<file path="src/rtl/csa_mul_pkg.sv">
// Package: shared types for the carry-save array multiplier.
// Assumes nothing beyond IEEE 1800-2017.
package csa_mul_pkg;
    // Selects whether the array has a register row at its midpoint.
    typedef enum logic {
        PIPE_OFF = 1'b0,
        PIPE_ON  = 1'b1
    } pipe_mode_e;

    // Result of one adder cell: carry and sum of a single column.
    typedef struct packed {
        logic carry;
        logic sum;
    } bit_sum_t;
endpackage

</file>
<file path="src/rtl/csa_half_add.sv">
// Module: csa_half_add
// Adds two bits of equal weight into a sum and a carry.
// Assumes both inputs carry the same column weight.
module csa_half_add
    import csa_mul_pkg::*;
(
    input  logic     x_in,
    input  logic     y_in,
    output bit_sum_t res
);
    // Purpose: form sum and carry of two bits.
    always_comb begin
        res.sum   = x_in ^ y_in;
        res.carry = x_in & y_in;
    end
endmodule

</file>
<file path="src/rtl/csa_full_add.sv">
// Module: csa_full_add
// Adds three bits of equal weight into a sum and a carry.
// Assumes all three inputs carry the same column weight.
module csa_full_add
    import csa_mul_pkg::*;
(
    input  logic     x_in,
    input  logic     y_in,
    input  logic     c_in,
    output bit_sum_t res
);
    // Purpose: form sum and majority carry of three bits.
    always_comb begin
        res.sum   = x_in ^ y_in ^ c_in;
        res.carry = (x_in & y_in) | (x_in & c_in) | (y_in & c_in);
    end
endmodule

</file>
<file path="src/rtl/csa_row.sv">
// Module: csa_row
// One full-adder row of the carry-save array. Column j adds the sum arriving
// from the row above, a fresh partial-product bit and the carry from the row
// above. Carries leave downward and are not chained along the row.
// Assumes the caller lines up the three vectors to equal column weights.
module csa_row
    import csa_mul_pkg::*;
#(
    parameter int unsigned W = 23
) (
    input  logic [W-1:0] top_in,
    input  logic [W-1:0] pp_in,
    input  logic [W-1:0] cin,
    output logic [W-1:0] sum_out,
    output logic [W-1:0] carry_out
);
    genvar j;
    generate
        for (j = 0; j < W; j++) begin : g_col
            bit_sum_t r;
            csa_full_add u_fa (
                .x_in (top_in[j]),
                .y_in (pp_in[j]),
                .c_in (cin[j]),
                .res  (r)
            );
            assign sum_out[j]   = r.sum;
            assign carry_out[j] = r.carry;
        end
    endgenerate
endmodule

</file>
<file path="src/rtl/csa_merge.sv">
// Module: csa_merge
// Vector-merging row: a ripple-carry adder with a half adder in column 0 and
// full adders above it. It turns the last row's sums and carries into binary.
// Assumes W >= 2. The result is W+1 bits wide, and its top bit is the final carry.
module csa_merge
    import csa_mul_pkg::*;
#(
    parameter int unsigned W = 23
) (
    input  logic [W-1:0] x_in,
    input  logic [W-1:0] y_in,
    output logic [W:0]   sum_out
);
    logic [W-1:0] cy;

    genvar j;
    generate
        for (j = 0; j < W; j++) begin : g_bit
            bit_sum_t r;
            if (j == 0) begin : g_ha
                csa_half_add u_ha (
                    .x_in (x_in[j]),
                    .y_in (y_in[j]),
                    .res  (r)
                );
            end else begin : g_fa
                csa_full_add u_fa (
                    .x_in (x_in[j]),
                    .y_in (y_in[j]),
                    .c_in (cy[j-1]),
                    .res  (r)
                );
            end
            assign sum_out[j] = r.sum;
            assign cy[j]      = r.carry;
        end
    endgenerate

    assign sum_out[W] = cy[W-1];
endmodule

</file>
<file path="src/rtl/csa_array_mul.sv">
// Module: csa_array_mul
// N x N unsigned carry-save array multiplier. Row 0 has N-1 half adders.
// Rows 1..N-2 have N-1 full adders each. Carries move diagonally into the
// next row. Product bit k+1 is the first-column sum of row k, and the upper
// N bits come from a ripple merging row. With PIPE_MODE = PIPE_ON a register
// row after row N/2-1 adds one clock of latency. The register row holds the
// operands, the sums and carries at the cut, and the low bits already formed.
// Assumes N >= 4. The reset is synchronous and active low.
module csa_array_mul
    import csa_mul_pkg::*;
#(
    parameter int unsigned N         = 24,
    parameter pipe_mode_e  PIPE_MODE = PIPE_ON
) (
    input  logic           clk,
    input  logic           rst_n,
    input  logic [N-1:0]   op_a,
    input  logic [N-1:0]   op_b,
    output logic [2*N-1:0] product
);
    localparam int unsigned W    = N - 1;     // adders per row
    localparam int unsigned ROWS = N - 1;     // row 0 plus N-2 full-adder rows
    localparam int unsigned CUT  = N / 2 - 1; // row whose outputs may be registered

    logic [W-1:0]   rs [ROWS];   // row sums
    logic [W-1:0]   rc [ROWS];   // row carries
    logic [W-2:0]   fs [ROWS];   // sums forwarded to the next row (bit 0 leaves as product)
    logic [W-1:0]   fc [ROWS];   // carries forwarded to the next row
    logic [N-1:0]   a_d;         // multiplicand seen below the cut
    logic [N-1:CUT+1] b_d;       // multiplier bits seen below the cut
    logic [CUT+1:0] low_live;    // product bits formed above the cut
    logic [N:0]     merged;      // merging row result

    // Row 0: half adders on the first two partial-product rows.
    genvar j, k;
    generate
        for (j = 0; j < W; j++) begin : g_row0
            bit_sum_t r;
            csa_half_add u_ha (
                .x_in (op_a[j+1] & op_b[0]),
                .y_in (op_a[j]   & op_b[1]),
                .res  (r)
            );
            assign rs[0][j] = r.sum;
            assign rc[0][j] = r.carry;
        end

        // Rows 1..N-2: full-adder rows fed diagonally by the row above.
        for (k = 1; k < ROWS; k++) begin : g_rows
            logic [W-1:0] pp_v;
            logic         msb_v;
            if (k > CUT) begin : g_below
                assign pp_v  = a_d[W-1:0] & {W{b_d[k+1]}};
                assign msb_v = a_d[N-1] & b_d[k];
            end else begin : g_above
                assign pp_v  = op_a[W-1:0] & {W{op_b[k+1]}};
                assign msb_v = op_a[N-1] & op_b[k];
            end
            csa_row #(.W(W)) u_row (
                .top_in    ({msb_v, fs[k-1]}),
                .pp_in     (pp_v),
                .cin       (fc[k-1]),
                .sum_out   (rs[k]),
                .carry_out (rc[k])
            );
        end

        // Forwarding from each row, except the registered cut.
        for (k = 0; k < ROWS; k++) begin : g_fwd
            if (!(PIPE_MODE == PIPE_ON && k == CUT)) begin : g_wire
                assign fs[k] = rs[k][W-1:1];
                assign fc[k] = rc[k];
            end
        end

        // Low product bits produced at or above the cut.
        assign low_live[0] = op_a[0] & op_b[0];
        for (k = 0; k <= CUT; k++) begin : g_low
            assign low_live[k+1] = rs[k][0];
        end

        // Optional register row at the cut.
        if (PIPE_MODE == PIPE_ON) begin : g_pipe
            logic [W-2:0]     fs_q;
            logic [W-1:0]     fc_q;
            logic [CUT+1:0]   low_q;
            logic [N-1:0]     a_q;
            logic [N-1:CUT+1] b_q;

            // Purpose: capture the array state at the cut, cleared by reset.
            always_ff @(posedge clk) begin
                if (!rst_n) begin
                    fs_q  <= '0;
                    fc_q  <= '0;
                    low_q <= '0;
                    a_q   <= '0;
                    b_q   <= '0;
                end else begin
                    fs_q  <= rs[CUT][W-1:1];
                    fc_q  <= rc[CUT];
                    low_q <= low_live;
                    a_q   <= op_a;
                    b_q   <= op_b[N-1:CUT+1];
                end
            end

            assign fs[CUT]           = fs_q;
            assign fc[CUT]           = fc_q;
            assign a_d               = a_q;
            assign b_d               = b_q;
            assign product[CUT+1:0]  = low_q;
        end else begin : g_comb
            assign a_d               = op_a;
            assign b_d               = op_b[N-1:CUT+1];
            assign product[CUT+1:0]  = low_live;
        end

        // Product bits taken from the first column of rows below the cut.
        for (k = CUT + 1; k < ROWS; k++) begin : g_mid
            assign product[k+1] = rs[k][0];
        end
    endgenerate

    // Vector-merging row: last row's sums against its carries.
    csa_merge #(.W(W)) u_merge (
        .x_in    ({a_d[N-1] & b_d[N-1], fs[ROWS-1]}),
        .y_in    (fc[ROWS-1]),
        .sum_out (merged)
    );

    assign product[2*N-1:N] = merged[W:0];
endmodule

</file>
<file path="config.mk">
export PLATFORM = sky130hd
export DESIGN_NAME = csa_array_mul
export DESIGN_NICKNAME = d
export VERILOG_FILES = /design/src/rtl/csa_mul_pkg.sv /design/src/rtl/csa_half_add.sv /design/src/rtl/csa_full_add.sv /design/src/rtl/csa_row.sv /design/src/rtl/csa_merge.sv /design/src/rtl/csa_array_mul.sv
export SDC_FILE = /design/constraint.sdc
export NUM_CORES = 1
export LEC_CHECK = 0
export BUFFER_PORTS_ARGS = -buffer_cell sky130_fd_sc_hd__buf_2
export CAP_MARGIN = 25
export CORE_ASPECT_RATIO = 1.4
export CORE_MARGIN = 5
export CORE_UTILIZATION = 60
export CTS_CLUSTER_DIAMETER = 100
export DETAILED_ROUTE_END_ITERATION = 6
export PLACE_DENSITY = 0.89
export SLEW_MARGIN = 20
export SYNTH_ARGS = -nofsm -noshare
export SYNTH_HDL_FRONTEND = slang
export SYNTH_SLANG_ARGS = --single-unit
</file>
<file path="constraint.sdc">
create_clock -name clk -period 21.7 [get_ports clk]
set_clock_uncertainty 0.15 [all_clocks]
set_input_delay 4.34 -clock clk [delete_from_list [all_inputs] [get_ports clk]]
set_output_delay 4.34 -clock clk [all_outputs]
set_load 0.01 [all_outputs]
</file>
==> qor.txt, run 1 <==
CTS tree = yes
Final Util = 63.1%
Die area = 33500 sq um
Synth area leader = fa_1
Net count after synthesis = 2217
Post-DP HPWL = 27600 microns
Die X = 156 microns
Post-cts resize count = 0
GRT Residual Overflow = 0
Final ANT Viol Nets = 0
Setup bufs post-CTS = 0
Number of cell rows = 75
Synth Register Bits = 94
Most frequent cells in the layout = 545 x and2_1, 528 x fa_1, 194 x inv_1
Avg Inst Size Synth = 11.1 sq um
Max Root-Sink Buffers = 2
Final setup viols = 0
Commonest non-fill, non-tap cell in the layout = and2_1
Outcome = finished clean
Drt total wl = 31300 microns
Dpl cells = 1993
Max-slew violation count = 0
Core area = 29700 sq um
# DRC = 0
CP startpoint kind = register
TritonCTS buffer count = 9
Critical path's slowest cell = dfxtp_1
IO Pins = 98
Vias = 10400
Layout Cells excl Fill = 2014
PwrDens = 161 nW/um^2
Worst Hold Launch = op_b[19]
Final net count = 2221
Critical Path Fanout Max = 24
Initial antenna violation count = 7
Worst setup path start = b_d[13]
Fin. Hold Viols = 0
Routability cong. = 0.835
Most used cell, CP = fa_1
First-pass DRT Iterations = 4
Hold Slack = 4.04 ns
WL/cell = 15.5 microns
CTS H-tree lvls = 3
Distinct cells, synth = 14
Pwr Total = 3.02 mW
Mapped Area = 18000 sq um
Gr usage total = 20.6%
Top cells by area, synth = fa_1 59%, and2_1 19%, dfxtp_1 10%
Sequential share of the synthesized area = 10.5%
Starting DRC count in detailed routing = 356
Largest net degree at the start of global routing = 55
Gate Count Post-Synth = 1615
Final TNS setup = 0 ns
PortBufs = 97
Critical Path RT = 17.21 ns
Worst path max stage delay = 0.78 ns
Slew @ Worst Pin = 0.825 ns
WS Path Type = register to output port
Type of the most critical hold path = primary input to register
Clock sinks = 94
Tcrit/Tclk final = 86.3%
Worst Setup EP = product[46]
Vias per inst = 5.17
Starting Density = 60.4%
CP Capture Type = output port
# Max-Cap Violations = 0
Area share of the largest cell type after synthesis = 58.9%
Rel. slew slack = 44.9%
Hold_buf cts = 0
Clock Pin Slew Worst Setup and Hold Paths = 0.07 ns
Die Ht = 215 microns
Number of global-route vias before repair = 12600
Worst IR Drop VDD = 0.0000925 V
RSZ-0062 raised after global routing = false
Leak Pwr = 8.80 nW
Highest clock rate = 53.4 MHz
Area Overhead vs Synth = 4.49%
Ys Warns = 0
Period minus WS final = 18.73 ns
Filler Cells Inserted = 2168
WP data arrival = 14.24 ns
CTS root buf = clkbuf_16
First-pass GRT wire length = 57200 microns
Layout cell share with drive strength beyond 1 = 7.64%
-- worst max-delay path, delay by kind of cell, from the launching register on --
family	cells	cell delay, ns
DFF	1	0.78
buffers and inverters	5	0.35
adders and majority gates	33	12.47
and+or+nand+nor	1	0.25
-- sequential cells by signal (all words and copies together), names as in the netlist --
register / cells
a_d: 24
g_pipe.fc_q: 23
g_pipe.fs_q: 22
b_d: 12
g_pipe.low_q: 13
-- stage by stage --
step	area, sq um	worst slack [ns]
after floorplan	18000	4.32
after global placement	18400	3.51
after detailed placement	18500	3.31
after CTS	18800	2.88
after global routing	18800	2.34
final	18800	2.97
-- cells in the mapped netlist (all sizes together) --
| library cell | count |
|---|---|
| nor2b | 12 |
| fa | 528 |
| buf | 36 |
| and3 | 1 |
| nand2 | 111 |
| inv | 194 |
| clkbuf | 70 |
| ha | 24 |
| dfxtp | 94 |
| and2 | 545 |
-- logic make-up (layout without fill, tap and decap cells) --
family	Yosys count	in the layout	share of synthesized area (%)
simple gates	669	669	22.1
other cells	0	5	0
fa+ha+maj	552	552	60.5
flops	94	94	10.5
buf+inv	300	309	6.86
-- power by group --
group          total (mW)  internal (mW)  switching [mW]  leakage (nW)
registers           0.258          0.230          0.0277         0.780
logic                2.60           1.26            1.34          7.87
clock network       0.156         0.0814          0.0744         0.144
total                3.02           1.58            1.44          8.80
-- per-layer routing --
layer | global-route usage, % | vias to the layer above | part of all wire [%]
li1 | - | 4605 | -
met1 | 24.3 | 5546 | 37
met2 | 38.2 | 181 | 57
met3 | 2.68 | 68 | 3.2
met4 | 7.12 | 6 | 2.4
met5 | 0 | - | 0.11
-- worst min-delay path by stage --
| stage | endpoint | depth (start not counted) |
|---|---|---|
| 2_1_floorplan | b_d[19] | 1 |
| 3_3_place_gp | b_d[23] | 2 |
| 3_5_place_dp | b_d[19] | 2 |
| 4_1_cts | b_d[19] | 2 |
| 5_1_grt | b_d[19] | 2 |
| 6_report | b_d[19] | 2 |
-- layout make-up --
type | count | area [sq um] | area share [%]
multi-input cells | 1221 | 14800 | 79.1
flip-flops and latches | 94 | 1880 | 10.0
inverters | 194 | 728 | 3.88
repair buffers | 99 | 513 | 2.73
well taps | 385 | 482 | 2.57
clock buffers | 9 | 225 | 1.20
clock inverters | 7 | 77.6 | 0.413
diodes | 5 | 12.5 | 0.0667
No activity file was read; power rests on OpenSTA's default activity.
==> run 2: changes to the inputs <==
Settings changed: CORE_UTILIZATION 60 to 58.
Clock period 21.7 ns to 15.4 ns, I/O delays scaled along.
==> qor.txt, run 2 (synthesized netlist as in run 1, its figures left out) <==
FF/Latch Area = 1890 sq um (+0.20%)
Max-slew violation count = 0 (unchanged)
Critical path's slowest cell = fa_2
Outcome = complete, but fails checks
Type of the most critical hold path = primary input to register
Gr usage total = 20.1% (-0.48 points)
Largest net degree at the start of global routing = 55 (unchanged)
PwrDens = 230 nW/um^2 (+43%)
Die area = 34600 sq um (+3.3%)
Hold Slack = 2.77 ns (-1.26 ns)
Post-DP HPWL = 28200 microns (+1.9%)
GRT Residual Overflow = 0 (unchanged)
Routability cong. = 0.818 (-2.0%)
WS Path Type = register to output port
Largest register FFs = 24 (unchanged)
Worst IR Drop VDD = 0.000125 V (+36%)
Pwr Total = 4.40 mW (+46%)
Commonest non-fill, non-tap cell in the layout = and2_1
RSZ-0062 raised after global routing = true
Rel. slew slack = 46.4% (+1.4 points)
Die X = 159 microns (+1.6%)
CTS H-tree lvls = 3 (unchanged)
Hold_buf cts = 0 (unchanged)
First-pass GRT wire length = 58200 microns (+1.7%)
Leak Pwr = 8.88 nW (+0.90%)
Failing checks = negative setup slack
Tcrit/Tclk final = 108%
Layout cell share with drive strength beyond 1 = 12.7% (+5.1 points)
Vias per inst = 5.23 (+1.2%)
Number of global-route vias before repair = 12800 (+1.4%)
Starting Density = 58.5% (-1.9 points)
Filler Cells Inserted = 2259 (+4.2%)
Dpl cells = 2019 (+1.3%)
Number of cell rows = 76 (+1.3%)
Critical Path RT = 12.17 ns (-5.04 ns)
PortBufs = 97 (unchanged)
Clock Pin Slew Worst Setup and Hold Paths = 0.06 ns (about the same)
Final Util = 62.4% (-0.73 points)
CP startpoint kind = register
Drt total wl = 33800 microns (+7.9%)
Period minus WS final = 16.57 ns
# DRC = 0 (unchanged)
Fin. Hold Viols = 0 (unchanged)
First-pass DRT Iterations = 4 (unchanged)
IO Pins = 98 (unchanged)
TritonCTS buffer count = 9 (unchanged)
Final setup viols = 5 (+5)
Core area = 30700 sq um (+3.3%)
Vias = 10700 (+2.6%)
Final TNS setup = -3.62 ns (-3.62 ns)
CTS root buf = clkbuf_16
Most frequent cells in the layout = 541 x and2_1, 478 x fa_1, 187 x inv_1
Final net count = 2244 (+1.0%)
Layout Cells excl Fill = 2043 (+1.4%)
Final ANT Viol Nets = 0 (unchanged)
CP Capture Type = output port
Area Overhead vs Synth = 6.63%
Final worst slack = -1.17 ns (-4.14 ns)
Initial antenna violation count = 7 (unchanged)
WL/cell = 16.5 microns (+6.4%)
Multi-input logic area = 15000 sq um (+0.93%)
Most used cell, CP = fa_2
Highest clock rate = 60.4 MHz
Worst path max stage delay = 0.59 ns (-0.19 ns)
CTS tree = yes
# Max-Cap Violations = 0 (unchanged)
Critical Path Fanout Max = 5 (-79%)
Slew @ Worst Pin = 0.803 ns (-0.0215 ns)
Clock sinks = 94 (unchanged)
Starting DRC count in detailed routing = 505 (+42%)
WP data arrival = 13.34 ns (-0.90 ns)
Die Ht = 218 microns (+1.6%)
Max Root-Sink Buffers = 2 (unchanged)
## run 2: metal layers
| metal | global-route usage, % | part of all wire [%] | vias to the layer above | wire [microns] |
|---|---|---|---|---|
| met1 | 23.0 | 36 | 5771 | 12300 |
| met4 | 7.23 | 2.9 | 4 | 982 |
| li1 | - | - | 4654 | - |
| met3 | 2.38 | 2.5 | 78 | 856 |
| met5 | 0 | 0.080 | - | 27 |
| met2 | 38.5 | 58 | 174 | 19600 |
## run 2: power by group
group	switching (mW)	internal [mW]
logic	1.95	1.85
clock network	0.0954	0.144
registers	0.0343	0.324
## run 2: path summary, 6_finish.rpt
| kind | start | cells past startpoint | end | slack [ns] |
|---|---|---|---|---|
| worst max-delay path | b_d[13] | 43 | product[46] | -1.17 |
| worst min-delay path | op_b[19] | 2 | b_d[19] | 2.77 |
## run 2: critical path: cells and delay by family (launching register included)
| family | cells | cell delay (ns) |
|---|---|---|
| DFF | 1 | 0.35 |
| and+or+nand+nor | 1 | 0.15 |
| adders and majority gates | 34 | 11.88 |
| buffers and inverters | 8 | 0.56 |
## run 2: final cells by class
| type | instances | share of cell area (%) |
|---|---|---|
| timing repair buffer | 122 | 3.82 |
| inverter | 194 | 3.80 |
| clock inverter | 6 | 0.477 |
| multi-input combinational | 1221 | 78.2 |
| antenna | 6 | 0.0784 |
| sequential | 94 | 9.85 |
| clock buffer | 10 | 1.20 |
| tap | 390 | 2.55 |
## run 2: metrics by stage
stage,area (sq um),worst slack (ns)
after floorplan,18000,-0.229
after detailed placement,18700,-0.826
after CTS,19000,-1.12
after global routing,19100,-1.50
final,19200,-1.17
after global placement,18600,-0.561
## run 2: repair_timing
| item | 4_1_cts | 5_1_grt |
|---|---|---|
| endpoints found under the setup margin | 5 | 7 |
| hold endpoints to repair | 0 | 0 |
| setup buffers | 0 | 2 |
| pin swaps | 1 | 0 |
| resized for setup | 6 | 47 |
==> run 3: changes to the inputs <==
Settings changed: SETUP_SLACK_MARGIN set to 0.4, SYNTH_HIERARCHICAL set to 1.
==> qor.txt, run 3 <==
Outcome = complete, but fails checks
Failing checks = negative setup slack
First-pass GRT wire length = 57100 microns (-1.9%)
Worst Hold Launch = op_b[18]
First-pass DRT Iterations = 4 (unchanged)
Synth area leader = fa_1
Distinct cells, synth = 8 (-6)
Starting Density = 58.3% (-0.16 points)
Clock sinks = 94 (unchanged)
WL/cell = 16.4 microns (-0.59%)
Core area = 29800 sq um (-2.8%)
Tcrit/Tclk final = 114% (+6.3 points)
Slew @ Worst Pin = 0.720 ns (-0.0834 ns)
CP Capture Type = output port
Area Overhead vs Synth = 6.82%
IO Pins = 98 (unchanged)
Top Usage Layer GRT = met2
Die Ht = 215 microns (-1.5%)
Critical Path Fanout Max = 7 (+2)
# Max-Cap Violations = 0 (unchanged)
Period minus WS final = 17.54 ns (+0.975 ns)
Type of the most critical hold path = primary input to register
Number of global-route vias before repair = 12600 (-1.8%)
Dpl cell area = 18200 sq um (-2.3%)
Layout cell share with drive strength beyond 1 = 13.1% (+0.44 points)
Largest register FFs = 24 (unchanged)
CP startpoint kind = register
CTS root buf = clkbuf_16
Met3 GRT Util = 2.64% (+0.26 points)
EDFF count, synth = 0 (unchanged)
Max Root-Sink Buffers = 2 (unchanged)
WP data arrival = 14.31 ns (+0.97 ns)
Clock Pin Slew Worst Setup and Hold Paths = 0.08 ns (+0.02 ns)
Commonest non-fill, non-tap cell in the layout = and2_1
Final Util = 62.3% (about the same)
Hold path endpoint = b_d[18]
Worst path max stage delay = 0.55 ns (-0.04 ns)
Highest clock rate = 57.0 MHz (-5.6%)
Vias = 9894 (-7.4%)
Primary FF master, synth = dfxtp_1
PortBufs = 97 (unchanged)
Gr usage total = 20.6% (+0.47 points)
Final setup viols = 8 (+3)
Net count after synthesis = 2023 (-8.8%)
Critical path's slowest cell = fa_2
Number of cell rows = 75 (-1.3%)
CTS H-tree lvls = 3 (unchanged)
Area share of the largest cell type after synthesis = 60.7% (+1.9 points)
Sequential share of the synthesized area = 10.8% (+0.34 points)
Starting DRC count in detailed routing = 266 (-47%)
Rel. slew slack = 51.9% (+5.6 points)
WS Path Type = register to output port
Commonest cells in the netlist = 668 x and2_1, 528 x fa_1, 94 x dfxtp_1
Met2 Resource Use GR = 40.7% (+2.1 points)
Met1 Use GR = 23.1% (+0.083 points)
Hold_buf cts = 0 (unchanged)
Die X = 156 microns (-1.5%)
Post-DP HPWL = 25700 microns (-8.7%)
Ys async rst share = 0% (unchanged)
Final worst slack = -2.14 ns (-0.975 ns)
Vias per inst = 5.37 (+2.8%)
Critical Path RT = 12.17 ns (about the same)
Final net count = 2052 (-8.6%)
Drt total wl = 30200 microns (-10%)
Max-slew violation count = 0 (unchanged)
Initial antenna violation count = 1 (-6)
Ys Warns = 6 (+6)
Largest net degree at the start of global routing = 95 (+73%)
Most frequent cells in the layout = 666 x and2_1, 481 x fa_1, 93 x dfxtp_1
TritonCTS buffer count = 9 (unchanged)
Die area = 33600 sq um (-2.9%)
RSZ-0062 raised after global routing = true
Gate Count Post-Synth = 1421 (-12%)
Mapped Area = 17400 sq um (-3.1%)
Count leader, synth = and2_1
GRT Residual Overflow = 0 (unchanged)
Finished Cell Area = 18600 sq um (-2.9%)
Avg Inst Size Synth = 12.2 sq um (+10%)
CTS tree = yes
Routability cong. = 0.778 (-4.9%)
Fin. Hold Viols = 0 (unchanged)
Synth Register Bits = 94 (unchanged)
# DRC = 0 (unchanged)
Most used cell, CP = fa_2
Hold depth = 2 (unchanged)
Final ANT Viol Nets = 0 (unchanged)
Top cells by area, synth = fa_1 61%, and2_1 24%, dfxtp_1 11%
[run 3: cell families (layout without fill, tap and decap cells)]
family | Yosys count | count (layout) | share of synthesized area, %
fa+ha+maj | 552 | 552 | 62.5
buf+inv | 106 | 140 | 2.67
flops | 94 | 94 | 10.8
other cells | 0 | 1 | 0
simple gates | 669 | 669 | 24.1
[run 3: worst max-delay path by stage]
stage | slack [ns] | end | from
global route | -2.47 | product[46] | b_d[13]
floorplan | -1.49 | product[46] | b_d[13]
finish | -2.14 | product[46] | b_d[13]
CTS | -2.17 | product[46] | b_d[13]
global placement | -1.64 | product[46] | b_d[13]
detailed placement | -1.87 | product[46] | b_d[13]
[run 3: critical path, delay by kind of cell, from the launching register on]
| family | cells | cell delay (ns) |
|---|---|---|
| AND/OR/NAND/NOR | 1 | 0.16 |
| buffers and inverters | 1 | 0.13 |
| flip-flops | 1 | 0.38 |
| adder cells (fa/ha/maj) | 34 | 13.29 |
[run 3: what timing repair did]
item | CTS | global route
setup endpoints to repair | 9 | 10
gates resized for setup | 12 | 2
pin swaps | 13 | 2
setup buffers | 1 | 0
gates cloned | 0 | 0
[run 3: per-stage QoR]
| stage | cells | setup TNS, ns | hold slack, ns | worst slack [ns] |
|---|---|---|---|---|
| floorplan | 1421 | -5.38 | 3.05 | -1.49 |
| global placement | 1823 | -6.36 | 3.14 | -1.64 |
| detailed placement | 1823 | -7.75 | 3.14 | -1.87 |
| CTS | 1840 | -9.96 | 2.77 | -2.17 |
| global route | 1840 | -12.18 | 2.78 | -2.47 |
| finish | 1841 | -9.78 | 2.78 | -2.14 |
[run 3: area by class of cell]
cell class / instances / area, sq um
multi-input combinational: 1221 / 15200
fill: 2203 / 11300
sequential: 94 / 1890
timing repair buffer: 124 / 741
tap: 385 / 482
clock buffer: 9 / 225
clock inverter: 7 / 62.6
antenna: 1 / 2.50
[run 3: metal layers]
| metal | part of all wire [%] | wire length [microns] |
|---|---|---|
| met4 | 1.8 | 545 |
| met5 | 0.043 | 13 |
| met3 | 3.2 | 955 |
| met1 | 34 | 10400 |
| met2 | 61 | 18400 |
Power of run 3 is not shown: default switching activity piles up to over one toggle a cycle in this logic, so the estimate is an artifact.
